[config.mk]
export PLATFORM = sky130hd
export DESIGN_NAME = sio_port
export DESIGN_NICKNAME = d
export VERILOG_FILES = /design/src/rtl/sio_pkg.sv /design/src/rtl/sio_ctrl_reg.sv /design/src/rtl/sio_tx.sv /design/src/rtl/sio_rx.sv /design/src/rtl/sio_port.sv
export SDC_FILE = /design/constraint.sdc
export NUM_CORES = 1
export LEC_CHECK = 0
export ABC_CLOCK_PERIOD_IN_PS = 3600
export BUFFER_PORTS_ARGS = -buffer_cell sky130_fd_sc_hd__buf_2
export CAP_MARGIN = 20
export CORE_ASPECT_RATIO = 1.4
export CORE_MARGIN = 2
export CORE_UTILIZATION = 25
export CTS_CLUSTER_SIZE = 10
export DETAILED_ROUTE_END_ITERATION = 6
export SLEW_MARGIN = 20
export SYNTH_ARGS = -nofsm -noshare
export SYNTH_HDL_FRONTEND = slang
export SYNTH_SLANG_ARGS = --single-unit
[constraint.sdc]
create_clock -name clk -period 3.6 [get_ports clk]
set_input_delay 0.72 -clock clk [delete_from_list [all_inputs] [get_ports clk]]
set_output_delay 0.72 -clock clk [all_outputs]
set_load 0.05 [all_outputs]
[src/rtl/sio_pkg.sv]
package sio_pkg;
    localparam int unsigned SIO_REG_W  = 16;
    localparam int unsigned SIO_DATA_W = 16;
    localparam int unsigned SIO_SHORT_W = 8;

    // control field positions, fixed because software decodes them
    localparam int unsigned POS_RX_EN   = 0;
    localparam int unsigned POS_TX_EN   = 1;
    localparam int unsigned POS_RX_IE   = 2;
    localparam int unsigned POS_TX_IE   = 3;
    localparam int unsigned POS_LONG    = 4;
    localparam int unsigned POS_INTV    = 5;
    localparam int unsigned POS_INT_SYN = 6;

    typedef struct packed {
        logic int_syn;  // 1: transmit sync generated and driven out
        logic intv;     // 1: sync before every word
        logic long_w;   // 1: 16-bit words
        logic tx_ie;
        logic rx_ie;
        logic tx_en;
        logic rx_en;
    } sio_ctrl_t;
endpackage

[src/rtl/sio_ctrl_reg.sv]
module sio_ctrl_reg
    import sio_pkg::*;
#(
    parameter int unsigned REG_W = SIO_REG_W
) (
    input  logic             clk,
    input  logic             rst_n,
    input  logic             we,
    input  logic [6:0]       wdata,
    output sio_ctrl_t        ctrl,
    output logic [REG_W-1:0] rdata
);
    sio_ctrl_t ctrl_d, ctrl_q;

    always_comb begin
        ctrl_d = ctrl_q;
        if (we) begin
            ctrl_d.rx_en = wdata[POS_RX_EN];
            ctrl_d.tx_en = wdata[POS_TX_EN];
            ctrl_d.rx_ie = wdata[POS_RX_IE];
            ctrl_d.tx_ie = wdata[POS_TX_IE];
            // mode field only writable with both paths stopped
            if (!(ctrl_q.tx_en || ctrl_q.rx_en)) begin
                ctrl_d.long_w  = wdata[POS_LONG];
                ctrl_d.intv    = wdata[POS_INTV];
                ctrl_d.int_syn = wdata[POS_INT_SYN];
            end
        end
    end

    always_ff @(posedge clk or negedge rst_n) begin
        if (!rst_n) ctrl_q <= '0;
        else        ctrl_q <= ctrl_d;
    end

    assign ctrl  = ctrl_q;
    assign rdata = REG_W'(ctrl_q);
endmodule

[src/rtl/sio_tx.sv]
module sio_tx #(
    parameter int unsigned DATA_W  = 16,
    parameter int unsigned SHORT_W = 8
) (
    input  logic              clk,
    input  logic              rst_n,
    input  logic              en,
    input  logic              int_syn,
    input  logic              intv,
    input  logic              long_w,
    input  logic              buf_we,
    input  logic [DATA_W-1:0] buf_wdata,
    input  logic              sync_in,
    output logic              sync_out,
    output logic              txd,
    output logic              buf_full
);
    localparam int unsigned CNT_W = $clog2(DATA_W);
    localparam logic [CNT_W-1:0] LAST_LONG  = CNT_W'(DATA_W - 1);
    localparam logic [CNT_W-1:0] LAST_SHORT = CNT_W'(SHORT_W - 1);
    localparam int unsigned ALIGN = DATA_W - SHORT_W;

    typedef struct packed {
        logic [DATA_W-1:0] shreg;
        logic [CNT_W-1:0]  cnt;
        logic              busy;
        logic [DATA_W-1:0] hold;
        logic              full;
    } tx_state_t;

    tx_state_t st_d, st_q;
    logic              sync_sel;
    logic              sync_gen;
    logic [DATA_W-1:0] aligned;
    logic [CNT_W-1:0]  first_cnt;

    always_comb begin
        st_d      = st_q;
        sync_gen  = int_syn && en && st_q.full && !st_q.busy;
        sync_sel  = int_syn ? sync_gen : sync_in;
        aligned   = long_w ? st_q.hold : (st_q.hold << ALIGN);
        first_cnt = long_w ? LAST_LONG : LAST_SHORT;

        if (!en) begin
            st_d.busy = 1'b0;
            st_d.cnt  = '0;
        end else if (st_q.busy) begin
            if (st_q.cnt == '0) begin
                if (!intv && st_q.full) begin
                    st_d.shreg = aligned;
                    st_d.cnt   = first_cnt;
                    st_d.full  = 1'b0;
                end else begin
                    st_d.busy = 1'b0;
                end
            end else begin
                st_d.shreg = st_q.shreg << 1;
                st_d.cnt   = st_q.cnt - 1'b1;
            end
        end else if (sync_sel && st_q.full) begin
            st_d.busy  = 1'b1;
            st_d.shreg = aligned;
            st_d.cnt   = first_cnt;
            st_d.full  = 1'b0;
        end

        if (buf_we) begin
            st_d.hold = buf_wdata;
            st_d.full = 1'b1;
        end
    end

    always_ff @(posedge clk or negedge rst_n) begin
        if (!rst_n) st_q <= '0;
        else        st_q <= st_d;
    end

    assign sync_out = sync_gen;
    assign txd      = st_q.busy && st_q.shreg[DATA_W-1];
    assign buf_full = st_q.full;
endmodule

[src/rtl/sio_rx.sv]
module sio_rx #(
    parameter int unsigned DATA_W  = 16,
    parameter int unsigned SHORT_W = 8
) (
    input  logic              clk,
    input  logic              rst_n,
    input  logic              en,
    input  logic              intv,
    input  logic              long_w,
    input  logic              sync_in,
    input  logic              rxd,
    input  logic              buf_re,
    output logic [DATA_W-1:0] buf_rdata,
    output logic              buf_full
);
    localparam int unsigned CNT_W = $clog2(DATA_W);
    localparam logic [CNT_W-1:0] LAST_LONG  = CNT_W'(DATA_W - 1);
    localparam logic [CNT_W-1:0] LAST_SHORT = CNT_W'(SHORT_W - 1);
    localparam logic [DATA_W-1:0] SHORT_MASK = {{(DATA_W-SHORT_W){1'b0}}, {SHORT_W{1'b1}}};

    typedef struct packed {
        logic [DATA_W-1:0] shreg;
        logic [CNT_W-1:0]  cnt;
        logic              busy;
        logic [DATA_W-1:0] hold;
        logic              full;
    } rx_state_t;

    rx_state_t st_d, st_q;
    logic [DATA_W-1:0] next_sh;
    logic [CNT_W-1:0]  first_cnt;

    always_comb begin
        st_d      = st_q;
        next_sh   = {st_q.shreg[DATA_W-2:0], rxd};
        first_cnt = long_w ? LAST_LONG : LAST_SHORT;

        if (buf_re) st_d.full = 1'b0;

        if (!en) begin
            st_d.busy = 1'b0;
            st_d.cnt  = '0;
        end else if (st_q.busy) begin
            st_d.shreg = next_sh;
            if (st_q.cnt == '0) begin
                st_d.hold = long_w ? next_sh : (next_sh & SHORT_MASK);
                st_d.full = 1'b1;
                if (intv) st_d.busy = 1'b0;
                else      st_d.cnt  = first_cnt;
            end else begin
                st_d.cnt = st_q.cnt - 1'b1;
            end
        end else if (sync_in) begin
            st_d.busy = 1'b1;
            st_d.cnt  = first_cnt;
        end
    end

    always_ff @(posedge clk or negedge rst_n) begin
        if (!rst_n) st_q <= '0;
        else        st_q <= st_d;
    end

    assign buf_rdata = st_q.hold;
    assign buf_full  = st_q.full;
endmodule

[src/rtl/sio_port.sv]
module sio_port
    import sio_pkg::*;
#(
    parameter int unsigned REG_W   = SIO_REG_W,
    parameter int unsigned DATA_W  = SIO_DATA_W,
    parameter int unsigned SHORT_W = SIO_SHORT_W
) (
    input  logic              clk,
    input  logic              rst_n,
    input  logic              reg_we,
    input  logic [REG_W-1:0]  reg_wdata,
    output logic [REG_W-1:0]  reg_rdata,
    input  logic              txb_we,
    input  logic [DATA_W-1:0] txb_wdata,
    input  logic              rxb_re,
    output logic [DATA_W-1:0] rxb_rdata,
    output logic              ser_txd,
    input  logic              ser_rxd,
    input  logic              txs_in,
    output logic              txs_out,
    output logic              txs_oe,
    input  logic              rxs_in,
    output logic              irq_tx,
    output logic              irq_rx
);
    sio_ctrl_t ctrl;
    logic      tx_full;
    logic      rx_full;

    sio_ctrl_reg #(.REG_W(REG_W)) u_ctrl (
        .clk   (clk),
        .rst_n (rst_n),
        .we    (reg_we),
        .wdata (reg_wdata[6:0]),
        .ctrl  (ctrl),
        .rdata (reg_rdata)
    );

    sio_tx #(.DATA_W(DATA_W), .SHORT_W(SHORT_W)) u_tx (
        .clk       (clk),
        .rst_n     (rst_n),
        .en        (ctrl.tx_en),
        .int_syn   (ctrl.int_syn),
        .intv      (ctrl.intv),
        .long_w    (ctrl.long_w),
        .buf_we    (txb_we),
        .buf_wdata (txb_wdata),
        .sync_in   (txs_in),
        .sync_out  (txs_out),
        .txd       (ser_txd),
        .buf_full  (tx_full)
    );

    sio_rx #(.DATA_W(DATA_W), .SHORT_W(SHORT_W)) u_rx (
        .clk       (clk),
        .rst_n     (rst_n),
        .en        (ctrl.rx_en),
        .intv      (ctrl.intv),
        .long_w    (ctrl.long_w),
        .sync_in   (rxs_in),
        .rxd       (ser_rxd),
        .buf_re    (rxb_re),
        .buf_rdata (rxb_rdata),
        .buf_full  (rx_full)
    );

    assign txs_oe = ctrl.int_syn;
    assign irq_tx = ctrl.tx_ie && ctrl.tx_en && !tx_full;
    assign irq_rx = ctrl.rx_ie && ctrl.rx_en && rx_full;
endmodule

Word-level counts from Yosys, hierarchy flattened --
Cells that the tools add are included.
Cells by class: $add $sub $neg 2, equality and inequality tests 7, multiplexer cells 27, bitwise gates (word level) 1, reductions and logical operators 26
Operators by type and width (count):
- $mux W21 | 2
- $mux W20 | 2
- $mux W16 | 2
- $mux W5 | 4
- $mux W18 | 1
- $mux W1 | 13
- $mux W4 | 3
- $logic_and A1 B1 Y1 | 10
- $ne A3 B3 Y1 const B | 3
- $logic_not A4 Y1 | 2
- $ne A4 B4 Y1 const B | 2
- $reduce_and A2 Y1 | 4
- $sub A4 B1 Y4 const B | 2
- $reduce_and A3 Y1 | 2
- $reduce_and A4 Y1 | 1
- $reduce_bool A2 Y1 | 2
- $logic_not A1 Y1 | 3
- $ne A3 B1 Y1 const B | 1
- $ne A3 B2 Y1 const B | 1
- $reduce_bool A3 Y1 | 1
- $logic_or A1 B1 Y1 | 1
- $not A1 Y1 | 1
Storage, ports and cells: register bits after elaboration 82, output and inout bits 37, word-level logic and storage cells 80

Depth between registers and ports, before layout --
Gate-level depths: netlist of run 1.
word-level depth 9, depth in mapped cells 7, mapped depth without buffers 6

Modules after synthesis --
From an unflattened synthesis of run 1, not the netlist that was laid out.
Unflattened totals: cells, all modules 335, area, all modules 4043.9 µm²
By module, submodules not included:
- sio_tx | times used 1, cells an instance 168, area an instance 1951.9 µm², seq. area each 950.9 µm²
- sio_rx | times used 1, cells an instance 133, area an instance 1680.4 µm², seq. area each 925.9 µm²
- sio_ctrl_reg | times used 1, cells an instance 32, area an instance 396.6 µm², seq. area each 175.2 µm²
- sio_port | times used 1, cells an instance 2, area an instance 15.0 µm², seq. area each 0.0 µm²

Worst setup path after synthesis of run 1 --
OpenSTA, ideal clock, no wires.
path type register -> output, start point register u_ctrl.ctrl_q, in the netlist u_ctrl.ctrl[6], end point output port txs_out, arrival time 1.490 ns, data required time 2.880 ns, slack 1.390 ns, cell stages (with the launch flop) 3, cells stage by stage dfrtp_1 > nand2_1 > nor2_1
On the way: word-level cells in the longest chain between the ends 3
Ends and longest elaborated chain:
- start: declaration | line sio_ctrl_reg.sv:13 | sio_ctrl_t ctrl_d, ctrl_q;
- start signal: assignment | line sio_ctrl_reg.sv:33 | else ctrl_q <= ctrl_d;
- $logic_and A1 B1 Y1 (3 in series) | line sio_tx.sv:39 | sync_gen = int_syn && en && st_q.full && !st_q.busy;
- end: declaration | line sio_port.sv:20 | output logic txs_out,
Every way passes these cells.

Worst setup path in the final report of run 1 --
start point register u_tx.st_q[17] (netlist bit), end point output port txs_out
On the way: word-level cells in the longest chain between the ends 2
Ends and longest elaborated chain:
- start: declaration | line sio_tx.sv:31 | tx_state_t st_d, st_q;
- start signal: assignment | line sio_tx.sv:75 | else st_q <= st_d;
- $logic_not A1 Y1 | line sio_tx.sv:39
- $logic_and A1 B1 Y1 | line sio_tx.sv:39
Every way passes these cells.

==> results of run 1 <==
==> cell usage after synthesis, types with 4 or more instances <==
library cell and instances:
sky130_fd_sc_hd__dfrtp_1 82, sky130_fd_sc_hd__mux2_2 48, sky130_fd_sc_hd__buf_4 32, sky130_fd_sc_hd__nand2_1 29, sky130_fd_sc_hd__o21ai_0 19, sky130_fd_sc_hd__inv_1 16, sky130_fd_sc_hd__mux2i_1 16, sky130_fd_sc_hd__mux2_4 11
sky130_fd_sc_hd__a21oi_1 9, sky130_fd_sc_hd__buf_2 9, sky130_fd_sc_hd__nand3_1 7, sky130_fd_sc_hd__nor2_1 6, sky130_fd_sc_hd__nand2b_1 4
==> critical path: stages, from the launching register on <==
cell	delay, ns
sky130_fd_sc_hd__dfrtp_1	0.66
sky130_fd_sc_hd__nand2b_1	0.31
sky130_fd_sc_hd__nor2_1	0.11
sky130_fd_sc_hd__buf_2	0.26
==> stage by stage <==
step / setup WS, ns / std cells / total power (W) / area, µm² / utilization [%]
finish: 1.19 / 573 / 0.00352 / 4620 / 29.5
global route: 1.05 / 573 / 0.00373 / 4620 / 29.5
CTS: 1.17 / 573 / 0.00357 / 4620 / 29.5
detailed placement: 1.23 / 557 / 0.00253 / 4290 / 27.3
global placement: 1.22 / 557 / 0.00248 / 4290 / 27.3
floorplan: 1.39 / 347 / 0.00235 / 4050 / -
==> cell type report <==
type	instances	area [µm²]	area share (%)
Sequential cell	82	2050	44.4
Clock inverter	4	73.8	1.60
Timing Repair Buffer	60	312	6.74
Tap cell	196	245	5.31
Multi-Input combinational cell	203	1620	35.1
Inverter	16	60.1	1.30
Clock buffer	12	256	5.55
==> layer usage <==
| layer | up-vias | share of wire [%] | track usage, % | wire, µm |
|---|---|---|---|---|
| met4 | 0 | 2.5 | 5.64 | 212 |
| met5 | - | 0 | 0 | 0 |
| li1 | 1210 | - | - | - |
| met2 | 57 | 54 | 18.0 | 4500 |
| met3 | 14 | 4.5 | 3.19 | 374 |
| met1 | 1321 | 39 | 11.5 | 3310 |
==> power groups by stage <==
stage               Combinational [W]  Sequential (W)  Clock (W)
floorplan                     0.00101         0.00134          0
global placement              0.00108         0.00140          0
detailed placement            0.00111         0.00142          0
CTS                           0.00112         0.00140    0.00105
global route                  0.00121         0.00144    0.00109
finish                        0.00110         0.00140    0.00101
==> sequential cells by signal, summed over array words and instances, names as in the netlist <==
name            flops
u_rx.buf_full       1
u_rx.st_q           5
u_ctrl.ctrl         7
u_tx.st_q          37
u_tx.buf_full       1
u_rx.buf_rdata     16
u_rx.next_sh       15
==> worst min-delay path by stage <==
stage,startpoint,end,slack (ns),depth (start not counted)
2_1_floorplan,rst_n,u_ctrl.ctrl[0]$_DFFE_PN0P_,0.42,0
3_3_place_gp,u_rx.buf_rdata[10]$_DFFE_PN0P_,u_rx.buf_rdata[10]$_DFFE_PN0P_,0.46,2
3_5_place_dp,u_rx.buf_rdata[13]$_DFFE_PN0P_,u_rx.buf_rdata[13]$_DFFE_PN0P_,0.47,2
4_1_cts,u_rx.buf_rdata[13]$_DFFE_PN0P_,u_rx.buf_rdata[13]$_DFFE_PN0P_,0.48,2
5_1_grt,rst_n,u_ctrl.ctrl[4]$_DFFE_PN0P_,0.48,1
6_report,rst_n,u_ctrl.ctrl[4]$_DFFE_PN0P_,0.41,1
==> cell families after synthesis <==
logic type	after synthesis	synth area share (%)
multiplexers	75	21.5
adder cells (fa/ha/maj)	2	0.622
AND/OR/NAND/NOR	58	7.03
XOR/XNOR	1	0.218
buffers and inverters	62	9.42
flip-flops	82	51.0
AO/OA/AOI/OAI	58	10.1
other	1	0.0932
==> impl_metrics.ini, run 1 <==
[outcome]
status = complete, no violations

[final_layout]
leading_cell_type_in_the_layout_fill_and_taps_excluded = sky130_fd_sc_hd__dfrtp_1
mostFrequentLayoutCells = sky130_fd_sc_hd__dfrtp_1, sky130_fd_sc_hd__buf_2, sky130_fd_sc_hd__mux2_2
layout-drive-gt1-share_pct = 37.7
antenna-diode-count = 0
number_of_nets_in_the_layout = 414
filler_cell_count = 1602
area_growth_pct = 14.9

[setup_path]
cp_max_fo = 21
worst-endpoint-required_ns = 2.88
endpoint = txs_out
timing.critical_path.to_type = output pin
reg2reg_slack_ns = 1.22
crit_start = u_tx.st_q[17]$_DFF_PN0_
setup.worst_path.start_class = flip-flop
rr_endpoint = u_tx.st_q[30]$_DFFE_PN0P_
worst_reg2reg_path_startpoint = u_tx.st_q[17]$_DFF_PN0_
reg2reg_depth = 3
critPathArrivalTime_ns = 1.69
setup.worst_path.class = flip-flop to output pin

[global_routing]
wire_length_of_the_first_global_routing_pass_mm = 14.1
initial_antenna_violation_count = 0
via_count_of_the_first_global_routing_pass = 2767
grt_start_max_net_pins = 83
grt_remaining_overflow = 0
grtUsageTotal_pct = 10.5

[floorplanning]
die_w_um = 111
floorplan.initialDensity_pct = 25.7
dieHeight_um = 154
floorplan.die_area_um2 = 17100
rows = 54
coreArea_um2 = 15700
boundaryPins = 77

[synthesis]
synthesis.yosys.warnings = 0
ys_flop_type = sky130_fd_sc_hd__dfrtp_1
synth-seq-cells = 82
synth_top_area_share_pct = 51.0
synth.top_cells.by_area = sky130_fd_sc_hd__dfrtp_1, sky130_fd_sc_hd__mux2_2, sky130_fd_sc_hd__buf_4
ys_async_sr_fraction_pct = 100
synth_enable_flop_cells = 0
syn_inst = 339
synth_largest_area_cell = sky130_fd_sc_hd__dfrtp_1
avg_inst_size_synth_um2 = 11.9
netlist-cell-type-count = 47
mappedNetlistArea_um2 = 4020
sequential_cell_area_fraction_in_the_yosys_report_pct = 51.0

[pwr]
power_per_cell_area_nw_per_um2 = 762
seq_power_share_pct = 39.8
cellInternalPower_w = 0.00229
clock_power_share_pct = 28.8
combinationalPowerShare_pct = 31.4
vdd.ir_drop.worst_uv = 379
power.net_switching_w = 0.00123
power.leakage_nw = 2.14
power_switching_share_pct = 35.0

[drt]
routed-via-count = 2602
detail_route.wl_per_cell_um = 14.7
post_drt_via_cell_ratio = 4.54
drc = 0
drt_first_pass_iters = 4
wl_mm = 8.40
route.antenna.remaining_nets = 0
drt-initial-drc-count = 101

[hold_path]
min_path_type = input pin to async pin

[placed_design]
place_hpwl_mm = 5.85
numPortBuffers = 58
globalplace.congestion = 0.781

[clock_tree]
clock_tree.buffer_depth = 2
cts_tree = yes
clock_insertion_delay_worst_skew_ns = 0.34
cts-resized-gates = 0
cts_inserted_buffers = 9
post-cts-setup-buffers = 0
cts.hold.buffers_added = 0
clockRootBuffer = sky130_fd_sc_hd__clkbuf_16
clock-sinks = 82
cts_htree_levels = 3
clock_transition_at_path_regs_ns = 0.06

[timing]
rsz_0062_raised_after_global_routing = no
final_hold_viol_count = 0
final_period_minus_worst_setup_slack_ns = 2.41
totalNegativeSetupSlack_ns = 0
timing.final.setup_violations = 0
maxSlewHeadroom_pct = 40.0
timing.final.max_slew_violations = 0
tightest_slew_ns = 0.901
finalClockSkew_ns = 0.00769
hold_slack_ns = 0.412
final_min_period_over_clock_period_pct = 66.9
timing.fmax_mhz = 415

[flow_run]
drv_cap = 0
Note: power is estimated with default switching activity, not from simulation.
==> run 2: changes to the inputs <==
--- a/config.mk
+++ b/config.mk
@@ -5,7 +5,7 @@
 export SDC_FILE = /design/constraint.sdc
 export NUM_CORES = 1
 export LEC_CHECK = 0
-export ABC_CLOCK_PERIOD_IN_PS = 3600
+export ABC_CLOCK_PERIOD_IN_PS = 2500
 export BUFFER_PORTS_ARGS = -buffer_cell sky130_fd_sc_hd__buf_2
 export CAP_MARGIN = 20
 export CORE_ASPECT_RATIO = 1.4
==> constraint.sdc (replaced) <==
create_clock -name clk -period 2.5 [get_ports clk]
set_input_delay 0.5 -clock clk [delete_from_list [all_inputs] [get_ports clk]]
set_output_delay 0.5 -clock clk [all_outputs]
set_load 0.05 [all_outputs]
==> run 2 against run 1 <==
  * Global-route usage shrank 0.44 points
  * Wire length shrank 0.43%
  * Cell count grew 0.52%
  * Utilization unchanged
  * Flip-flop and latch count stayed put
  * Via count down 0.77%
  * Critical path type is now flip-flop to flip-flop
  * Largest cell class unchanged
==> impl_metrics.ini, run 2 (synthesis gave the netlist of run 1 again) <==
[outcome]
status = complete, no violations

[clock_tree]
clock_tree.buffer_depth = 2
cts-resized-gates = 0
clockRootBuffer = sky130_fd_sc_hd__clkbuf_16
cts_htree_levels = 3
clock_insertion_delay_worst_skew_ns = 0.34
cts_tree = yes
clock-sinks = 82
cts.hold.buffers_added = 0
post-cts-setup-buffers = 0
clock_transition_at_path_regs_ns = 0.07
cts_inserted_buffers = 9

[timing]
final_hold_viol_count = 0
timing.fmax_mhz = 465
finalClockSkew_ns = 0.00732
hold_slack_ns = 0.143
tightest_slew_ns = 0.671
timing.final.setup_violations = 0
totalNegativeSetupSlack_ns = 0
maxSlewHeadroom_pct = 55.2
final_min_period_over_clock_period_pct = 86.0
final_period_minus_worst_setup_slack_ns = 2.15
timing.final.max_slew_violations = 0
rsz_0062_raised_after_global_routing = no

[setup_path]
worst_reg2reg_path_startpoint = u_tx.st_q[18]$_DFFE_PN0P_
critPathArrivalTime_ns = 2.37
timing.critical_path.to_type = flip-flop
setup.worst_path.start_class = flip-flop
worst-endpoint-required_ns = 2.73
crit_start = u_tx.st_q[18]$_DFFE_PN0P_
setup.worst_path.class = flip-flop to flip-flop
cp_max_fo = 7

[global_routing]
wire_length_of_the_first_global_routing_pass_mm = 13.7
grt_start_max_net_pins = 44
grtUsageTotal_pct = 10.0
via_count_of_the_first_global_routing_pass = 2733
grt_remaining_overflow = 0
initial_antenna_violation_count = 0

[drt]
post_drt_via_cell_ratio = 4.48
wl_mm = 8.36
routed-via-count = 2582
drc = 0
route.antenna.remaining_nets = 0
detail_route.wl_per_cell_um = 14.5
drt_first_pass_iters = 4
drt-initial-drc-count = 125

[final_layout]
area_growth_pct = 14.9
max_flop_register = u_tx.st_q
number_of_nets_in_the_layout = 417
leading_cell_type_in_the_layout_fill_and_taps_excluded = sky130_fd_sc_hd__dfrtp_1
antenna-diode-count = 0
mostFrequentLayoutCells = sky130_fd_sc_hd__dfrtp_1, sky130_fd_sc_hd__buf_2, sky130_fd_sc_hd__mux2_2
largest_register_ff_count = 37
layout-drive-gt1-share_pct = 38.4
filler_cell_count = 1606

[pwr]
vdd.ir_drop.worst_uv = 549
power_per_cell_area_nw_per_um2 = 1060
power.leakage_nw = 2.14

[placed_design]
globalplace.congestion = 0.828
place_hpwl_mm = 5.95
numPortBuffers = 58

[floorplanning]
rows = 54
dieHeight_um = 154
boundaryPins = 77
floorplan.initialDensity_pct = 25.7
coreArea_um2 = 15700
floorplan.die_area_um2 = 17100
die_w_um = 111

[flow_run]
drv_cap = 0

[hold_path]
min_path_type = input pin to async pin
run 2: cell types whose count changed in the layout (fill, tap and decap cells not counted), sizes merged:
| cell | change |
|---|---|
| inv | +3 |
| buf | +3 |
| clkbuf | -3 |
| bufinv | -2 |
| clkinvlp | +2 |
run 2: final timing paths:
kind,slack [ns],end,depth (start not counted)
worst max-delay path,0.35,u_tx.st_q[32]$_DFFE_PN0P_,7
worst min-delay path,0.14,u_ctrl.ctrl[0]$_DFFE_PN0P_,1
worst max register to register,0.35,u_tx.st_q[32]$_DFFE_PN0P_,7
worst min register to register,0.48,u_rx.buf_rdata[14]$_DFFE_PN0P_,2
max in group asynchronous,1.76,u_rx.next_sh[13]$_DFFE_PN0P_,2
min in group clk,0.34,u_rx.buf_full$_DFF_PN0_,2
run 2: per-layer routing:
layer | routed length, µm | share of wire [%] | GRT usage, % | up-vias
met5 | 0 | 0 | 0 | -
met4 | 297 | 3.6 | 5.82 | 0
met3 | 329 | 3.9 | 2.21 | 23
met2 | 4370 | 52 | 17.7 | 67
met1 | 3360 | 40 | 10.9 | 1278
li1 | - | - | - | 1214
run 2: final cells by class:
cell class                 count  area [µm²]  area share [%]
clock buffer                   9         225            4.87
clock inverter                 7        73.8            1.60
tap                          196         245            5.31
sequential                    82        2050            44.4
inverter                      16        60.1            1.30
timing repair buffer          63         343            7.42
multi-input combinational    203        1620            35.1
run 2: through the flow:
step / total power, W / setup WS (ns) / util, % / cell area, µm² / instances
final: 0.00491 / 0.351 / 29.5 / 4620 / 576
after global routing: 0.00520 / 0.235 / 29.5 / 4620 / 576
after CTS: 0.00497 / 0.359 / 29.5 / 4620 / 576
after detailed placement: 0.00365 / 0.367 / 27.6 / 4320 / 560
after global placement: 0.00359 / 0.458 / 27.6 / 4320 / 560
after floorplan: 0.00339 / 0.510 / - / 4050 / 347
run 2: critical path: stages (launching register included):
cell and delay [ns]:
sky130_fd_sc_hd__dfrtp_1 0.43, sky130_fd_sc_hd__inv_1 0.08, sky130_fd_sc_hd__ha_1 0.24, sky130_fd_sc_hd__nor3b_2 0.46
sky130_fd_sc_hd__buf_4 0.28, sky130_fd_sc_hd__mux2i_1 0.20, sky130_fd_sc_hd__o2bb2ai_1 0.09, sky130_fd_sc_hd__mux2_4 0.26
run 2: power breakdown:
part	internal [W]	switching [W]
clock	0.000704	0.000594
sequential	0.00170	0.000295
combinational	0.000671	0.000952
total	0.00307	0.00184
==> run 3: changes to the inputs <==
--- a/config.mk
+++ b/config.mk
@@ -13,7 +13,7 @@
 export CORE_UTILIZATION = 25
 export CTS_CLUSTER_SIZE = 10
 export DETAILED_ROUTE_END_ITERATION = 6
-export SLEW_MARGIN = 20
+export REMOVE_ABC_BUFFERS = 1
 export SYNTH_ARGS = -nofsm -noshare
 export SYNTH_HDL_FRONTEND = slang
 export SYNTH_SLANG_ARGS = --single-unit
==> run 3 against run 2 <==
  * Clock skew rose by 0.0057 ns
  * Critical path type unchanged
  * Sequential power is essentially flat
  * Non-clock buffer count is 1 higher
  * First-iteration DRC count up 5.6%
  * Count of clock-buffer cells in the layout stayed put
  * Fmax fell by 1.0%
  * Cell count increased by 0.17%
  * Design area increased by 0.27%
  * Global-route usage is 0.25 points lower
  * Total power increased by 0.62%
  * Critical path depth fell by 2
==> impl_metrics.ini, run 3 (synthesis gave the netlist of run 1 again) <==
[outcome]
status = complete, no violations

[pwr]
seq_power_share_pct = 40.2
power.net_switching_w = 0.00185
combinationalPowerShare_pct = 33.1
power_switching_share_pct = 37.4
clock_power_share_pct = 26.7
power.leakage_nw = 2.15
cellInternalPower_w = 0.00309
vdd.ir_drop.worst_uv = 359
power_per_cell_area_nw_per_um2 = 1070

[drt]
detail_route.wl_per_cell_um = 14.1
route.antenna.remaining_nets = 0
routed-via-count = 2569
wl_mm = 8.16
drt-initial-drc-count = 132
drt_first_pass_iters = 4
drc = 0
post_drt_via_cell_ratio = 4.45

[floorplanning]
rows = 54
boundaryPins = 77
floorplan.initialDensity_pct = 25.7
die_w_um = 111
floorplan.die_area_um2 = 17100
coreArea_um2 = 15700
dieHeight_um = 154

[setup_path]
worst-endpoint-required_ns = 2.71
crit_slowest_cell = sky130_fd_sc_hd__a31oi_4
worst_reg2reg_path_startpoint = u_tx.st_q[18]$_DFFE_PN0P_
timing.critical_path.to_type = flip-flop
dominant_delay_contributor_by_cell_family_on_the_critical_path = compound AO/OA/AOI/OAI gates
cp_slowest_stage_delay_ns = 0.74
setup.worst_path.class = flip-flop to flip-flop
crit_path_cell_chain = inv_1, ha_1, nor3b_2, a31oi_4, mux2_4
cp_max_fo = 21
critPathArrivalTime_ns = 2.39
reg2reg_slack_ns = 0.33
setup.worst_path.start_class = flip-flop
rr_endpoint = u_tx.st_q[28]$_DFFE_PN0P_
crit_buf_inv = 1
reg2reg_depth = 5

[timing]
rsz_0062_raised_after_global_routing = no
timing.final.max_slew_violations = 0
tightest_slew_ns = 0.900
timing.fmax_mhz = 461
finalClockSkew_ns = 0.0130
timing.final.setup_violations = 0
totalNegativeSetupSlack_ns = 0
final_min_period_over_clock_period_pct = 86.8
hold_slack_ns = 0.167
maxSlewHeadroom_pct = 40.0
final_hold_viol_count = 0
final_period_minus_worst_setup_slack_ns = 2.17

[placed_design]
numPortBuffers = 58
globalplace.congestion = 0.769
place_hpwl_mm = 5.66

[global_routing]
grt_start_max_net_pins = 47
grtUsageTotal_pct = 9.76
via_count_of_the_first_global_routing_pass = 2765
initial_antenna_violation_count = 0
grt_remaining_overflow = 0
wire_length_of_the_first_global_routing_pass_mm = 13.7

[clock_tree]
clock_transition_at_path_regs_ns = 0.08
cts_htree_levels = 3
clock_insertion_delay_worst_skew_ns = 0.34
post-cts-setup-buffers = 0
clockRootBuffer = sky130_fd_sc_hd__clkbuf_16
clock-sinks = 82
cts-resized-gates = 0
cts_tree = yes
clock_tree.buffer_depth = 2
cts_inserted_buffers = 9
cts.hold.buffers_added = 0

[final_layout]
area_growth_pct = 15.2
largest_register_ff_count = 37
layout-drive-gt1-share_pct = 38.6
number_of_nets_in_the_layout = 418
mostFrequentLayoutCells = sky130_fd_sc_hd__dfrtp_1, sky130_fd_sc_hd__buf_2, sky130_fd_sc_hd__mux2_2
leading_cell_type_in_the_layout_fill_and_taps_excluded = sky130_fd_sc_hd__dfrtp_1
max_flop_register = u_tx.st_q
antenna-diode-count = 0

[flow_run]
drv_cap = 0

[hold_path]
min_path_type = input pin to async pin
[run 3: power by group through the flow]
stage	combinational, W	clock [W]	sequential (W)
finish	0.00164	0.00132	0.00199
global placement	0.00161	0	0.00199
CTS	0.00165	0.00136	0.00199
floorplan	0.000908	0	0.00228
detailed placement	0.00165	0	0.00201
global route	0.00177	0.00142	0.00205
[run 3: stage by stage]
stage	total power [W]	cells	setup WS (ns)	utilization, %	instance area, µm²
after floorplan	0.00319	301	0.184	-	3730
after global placement	0.00360	561	0.373	27.6	4330
after detailed placement	0.00366	561	0.340	27.6	4330
after CTS	0.00501	577	0.317	29.6	4630
after global routing	0.00524	577	0.194	29.6	4630
final	0.00494	577	0.329	29.6	4630
[run 3: area by class of cell]
class                           count  area (µm²)
Fill cell                        1632       11000
Sequential cell                    82        2050
Multi-Input combinational cell    203        1620
Timing Repair Buffer               64         350
Tap cell                          196         245
Clock buffer                        9         225
Clock inverter                      7        78.8
Inverter                           16        60.1
[run 3: worst max path at each step]
stage / startpoint / end / slack, ns / depth (start not counted)
floorplan: u_ctrl.ctrl[6]$_DFFE_PN0P_ / txs_out / 0.18 / 2
global placement: u_tx.st_q[18]$_DFFE_PN0P_ / u_tx.st_q[24]$_DFFE_PN0P_ / 0.37 / 5
detailed placement: u_tx.st_q[18]$_DFFE_PN0P_ / u_tx.st_q[26]$_DFFE_PN0P_ / 0.34 / 5
CTS: u_tx.st_q[18]$_DFFE_PN0P_ / u_tx.st_q[28]$_DFFE_PN0P_ / 0.32 / 5
global route: u_tx.st_q[18]$_DFFE_PN0P_ / u_tx.st_q[37]$_DFFE_PN0P_ / 0.19 / 5
finish: u_tx.st_q[18]$_DFFE_PN0P_ / u_tx.st_q[28]$_DFFE_PN0P_ / 0.33 / 5
[run 3: per-layer routing]
layer | track usage, % | wire (µm) | vias to the layer above
met3 | 2.29 | 347 | 5
met4 | 3.59 | 103 | 0
met5 | 0 | 0 | -
li1 | - | - | 1214
met2 | 17.1 | 4170 | 59
met1 | 11.6 | 3540 | 1291
